`config.mk`:
```
export PLATFORM = sky130hd
export DESIGN_NAME = charge_pulse_mod
export DESIGN_NICKNAME = d
export VERILOG_FILES = /design/src/rtl/charge_pulse_mod.sv
export SDC_FILE = /design/constraint.sdc
export NUM_CORES = 1
export LEC_CHECK = 0
export CAP_MARGIN = 0
export CORE_UTILIZATION = 60
export CTS_BUF_LIST = sky130_fd_sc_hd__clkbuf_16
export CTS_CLUSTER_DIAMETER = 60
export DETAILED_ROUTE_END_ITERATION = 7
export DONT_BUFFER_PORTS = 1
export GPL_TIMING_DRIVEN = 0
export PLACE_DENSITY = 0.76
export SETUP_SLACK_MARGIN = 0.15
export SLEW_MARGIN = 15
export SYNTH_ARGS = -nofsm -noshare
export SYNTH_HDL_FRONTEND = slang
export SYNTH_SLANG_ARGS = --single-unit
```
`constraint.sdc`:
```
create_clock -name clk -period 2.95 [get_ports clk]
set_input_delay 0.4425 -clock clk [delete_from_list [all_inputs] [get_ports clk]]
set_output_delay 0.4425 -clock clk [all_outputs]
set_load 0.005 [all_outputs]
```
`src/rtl/charge_pulse_mod.sv`:
```
module charge_pulse_mod #(
  parameter int PERIOD_TICKS       = 1170,
  parameter int TOPOFF_TICKS       = 73,
  parameter int TRICKLE_HALF_TICKS = 73,
  parameter int TRICKLE_ONE_TICKS  = 37,
  parameter int TRICKLE_TWO_TICKS  = 18
) (
  input  logic       clk,
  input  logic       rst_n,
  input  logic       tick_ms,
  input  logic [2:0] phase,
  input  logic [1:0] rate,
  output logic       cc_drive_low,
  output logic       cc_hiz
);
  localparam int CW = $clog2(PERIOD_TICKS + 1);
  localparam logic [CW-1:0] LAST = CW'(PERIOD_TICKS - 1);
  localparam logic [2:0] PH_OFF = 3'd0, PH_FAST = 3'd1, PH_TOP = 3'd2,
                         PH_TRK = 3'd3, PH_LP = 3'd4;

  logic [2:0]    phase_q;
  logic [CW-1:0] cnt, pos, trk_width, width;
  logic          restart, in_burst;

  assign restart = (phase != phase_q);
  assign pos     = restart ? '0 : cnt;

  always_comb begin
    case (rate)
      2'b00:   trk_width = CW'(TRICKLE_HALF_TICKS);
      2'b01:   trk_width = CW'(TRICKLE_ONE_TICKS);
      default: trk_width = CW'(TRICKLE_TWO_TICKS);
    endcase
  end

  assign width    = (phase == PH_TOP) ? CW'(TOPOFF_TICKS) : trk_width;
  assign in_burst = (pos < width);

  always_comb begin
    case (phase)
      PH_FAST, PH_LP: cc_drive_low = 1'b0;
      PH_TOP, PH_TRK: cc_drive_low = !in_burst;
      default:        cc_drive_low = 1'b1;
    endcase
  end
  assign cc_hiz = !cc_drive_low;

  always_ff @(posedge clk) begin
    if (!rst_n) begin
      cnt     <= '0;
      phase_q <= PH_OFF;
    end else begin
      phase_q <= phase;
      if (tick_ms) cnt <= (pos == LAST) ? '0 : pos + 1'b1;
      else         cnt <= pos;
    end
  end

  p_fast_steady_r1: assert property (@(posedge clk) disable iff (!rst_n)
    (phase == PH_FAST && phase_q == PH_FAST) |-> !cc_drive_low);
  p_lowpower_float_r4: assert property (@(posedge clk) disable iff (!rst_n)
    (phase == PH_LP) |-> (cc_hiz && !cc_drive_low));
  p_off_blocks_r5: assert property (@(posedge clk) disable iff (!rst_n)
    (phase == PH_OFF || phase > PH_LP) |-> cc_drive_low);
  p_cnt_bound_r6: assert property (@(posedge clk) disable iff (!rst_n)
    cnt <= LAST);
  p_hold_no_tick_r6: assert property (@(posedge clk) disable iff (!rst_n)
    (!tick_ms && !restart) |=> $stable(cnt));
  p_restart_r7: assert property (@(posedge clk) disable iff (!rst_n)
    restart |=> (cnt <= 1));
  p_pin_pair_r9: assert property (@(posedge clk) disable iff (!rst_n)
    cc_hiz != cc_drive_low);
endmodule

```
==> metrics.csv <==
metric;value;unit
Sink Count;14;
IO Port Bufs;0;
Yosys top cell area share;30.4;%
DRC;0;
Setup crit start;phase_q[0]$_SDFF_PN0_;
Yosys warning count;0;
Final WS setup;0.372;ns
core area;1370;um2
vias in the first global route;678;
Power Density;468;nW/um2
routed wl met3;68;um
status;complete, no violations;
clk slew on worst S/H paths;0.04;ns
Initial Utilization;67.5;%
CP Capture Type;output pin;
Worst Hold Class;in2reg;
die area;1700;um2
period utilisation layout;87.4;%
post-synthesis sequential area ratio;30.4;%
largest net degree at the start of global routing;11;
Tmin final;2.58;ns
Core Util, Final;75.5;%
DP Wirelength;1370;um
die width;41.2;um
GRT Util Overall;24.9;%
Worst path slowest cell;dfxtp_1;
Initial DRC Count;10;
Final ANT Viol Nets;0;
Worst Clk Skew;0.000813;ns
metal2 WL;875;um
Root Driver;clkbuf_16;
Layout Nets;133;
worst slew pin tran;0.327;ns
largest cells by area after synthesis;dfxtp_1 30%, xor2_1 9.5%, ha_1 8.1%;
crit path max fanout;10;
Power, Total;0.483;mW
max incr delay on CP;0.30;ns
Die Ht;41.2;um
vias;772;
Slew Limit Fails;0;
Mean Syn Cell Area;8.23;um2
fmax;388;MHz
GPL Wtd Cong;0.836;
Skew-Pair Late Insertion Delay;0.24;ns
Rel. slew slack;78.1;%
leading area contributor after synthesis;dfxtp_1;
reported max-cap violation count;0;
Clock Tree Buf Depth;2;
CTS Hold Buffers Added;0;
routed wire length;1760;um
Rows;13;
drt first pass iters;4;
Min Hold Slack;0.326;ns
CP Launch Type;flop;
Total Neg Setup Slack;0;ns
total grt overflow;0;
number of CTS-inserted buffers;3;
area of the multi-input gates;611;um2
Buffers & Inverters on Critical Path;1;
Setup CP Type;reg2out;
first-pass GRT wire length;2730;um
synth unique cells;29;
Worst path top cell family by delay;compound AO/OA/AOI/OAI gates;
register bit total from synthesis;14;
worst path cell trace;xor2_1 -> nor3_4 -> buf_2 -> and2_1 -> ha_1 -> a31o_1 -> a31oi_1 -> o21a_1;
RSZ-0062 raised after global routing;false;
critical path data arrival time;2.14;ns
DR vias/cell;5.85;
wire length on met1;817;um
wire per inst;13.3;um
FILL cells;111;
hold wc startpoint;phase[0];
Mapped Cells;112;
dpl ws;0.252;ns
Area Growth Syn to Fin;11.8;%
Peak VDD IR;0.000414;V
antenna cells;0;
# setup viols final;0;
H-tree levels;1;
num ports;10;
initial antenna violation count;0;
final hold vios;0;
TritonCTS clock tree;yes;
net count after synthesis;126;
DR top layer;met3;
layout cells sized above 1;9.40;%
leakage power;0.404;nW
Register Area;280;um2
Required @ worst endpoint;2.51;ns
cell area after synthesis;922;um2
FF-to-FF Start;phase_q[0]$_SDFF_PN0_;
cell usage after synthesis:
| cell type | instances |
|---|---|
| o21ai_1 | 3 |
| or3b_4 | 1 |
| xor2_1 | 10 |
| nor3_1 | 1 |
| a21boi_1 | 1 |
| nand2_1 | 6 |
| nand3_1 | 5 |
| a211o_1 | 1 |
| a21oi_1 | 3 |
| clkbuf_1 | 2 |
| or4_4 | 1 |
| xnor2_1 | 4 |
| and2_1 | 7 |
| o21a_1 | 4 |
| nand4_1 | 7 |
| ha_1 | 6 |
| nor4b_1 | 1 |
| o31a_1 | 2 |
| a211oi_2 | 1 |
| mux2_2 | 1 |
| buf_2 | 1 |
| inv_1 | 5 |
| a31o_1 | 1 |
| o21ai_0 | 4 |
| and3_1 | 2 |
| nor3_4 | 1 |
| a31oi_1 | 1 |
| dfxtp_1 | 14 |
| nor2_1 | 16 |
logic make-up after synthesis:
| group | Yosys count | share of synthesized area, % |
|---|---|---|
| AO/OA/AOI/OAI | 21 | 15.3 |
| XOR/XNOR | 14 | 13.3 |
| adder cells (fa/ha/maj) | 6 | 8.14 |
| buffers and inverters | 8 | 3.39 |
| flip-flops | 14 | 30.4 |
| multiplexers | 1 | 1.22 |
| AND/OR/NAND/NOR | 48 | 28.2 |
layout by cell type, fill, tap and decap left out:
cell	synthesis	final
mux2_2	1	1
o31a_1	2	2
a31oi_1	1	1
a211oi_2	1	1
a211o_1	1	1
or4_4	1	1
a31o_1	1	1
dfxtp_1	14	14
nor3_4	1	1
ha_1	6	6
and2_1	7	7
inv_1	5	5
nand4_1	7	7
clkbuf_1	2	2
and3_1	2	2
o21ai_1	3	3
nand2_1	6	6
xor2_1	10	10
nor3_1	1	1
clkbuf_16	0	3
a21boi_1	1	1
a21oi_1	3	3
or3b_4	1	1
nor4b_1	1	1
nor2_1	16	16
xnor2_1	4	4
o21ai_0	4	4
o21a_1	4	4
buf_2	1	1
buf_4	0	2
nand3_1	5	5
metrics by stage:
| stage | std cells | area [um2] |
|---|---|---|
| 2_1_floorplan | 112 | 922 |
| 3_3_place_gp | 127 | 941 |
| 3_5_place_dp | 127 | 941 |
| 4_1_cts | 132 | 1030 |
| 5_1_grt | 132 | 1030 |
| 6_report | 132 | 1030 |
worst paths after layout:
kind,endpoint,slack [ns],depth (start not counted)
worst max-delay path,cc_hiz,0.37,8
worst min-delay path,phase_q[0]$_SDFF_PN0_,0.33,1
worst max register to register,cnt[10]$_SDFF_PN0_,0.85,11
worst min register to register,cnt[3]$_SDFF_PN0_,0.59,3
flip-flops by register name, summed over array words and instances, names as in the netlist:
signal,cells
phase_q,3
cnt,11
routing by layer:
layer  up-vias  track usage [%]
met2        14             45.3
li1        403                -
met1       355             27.9
met4         0             4.84
met3         0             8.15
met5         -                0
worst reg2reg max path: stages, from the launching register on:
cell and delay (ns):
dfxtp_1 0.30, xor2_1 0.16, nor3_4 0.21, buf_2 0.24
nand2_1 0.11, inv_1 0.09, ha_1 0.16, nand2_1 0.09
nor2_1 0.25, nand4_1 0.14, xor2_1 0.18, nor2_1 0.06
layout make-up:
cell class / instances / share of cell area [%]
clock buffer: 3 / 7.28
tap: 15 / 1.82
multi-input combinational: 90 / 59.2
inverter: 5 / 1.82
buffer: 3 / 1.21
sequential: 14 / 27.2
timing repair buffer: 2 / 1.46
repair_timing:
action,4_1_cts,5_1_grt
gates resized for setup,0,0
endpoints found under the setup margin,1,0
buffers inserted,2,0
power breakdown:
part / internal, mW / total, mW / switching, mW
registers: 0.193 / 0.195 / 0.00195
clock network: 0.176 / 0.242 / 0.0655
logic: 0.0204 / 0.0459 / 0.0255
total: 0.390 / 0.483 / 0.0930
Note: power is estimated with default switching activity, not from simulation.
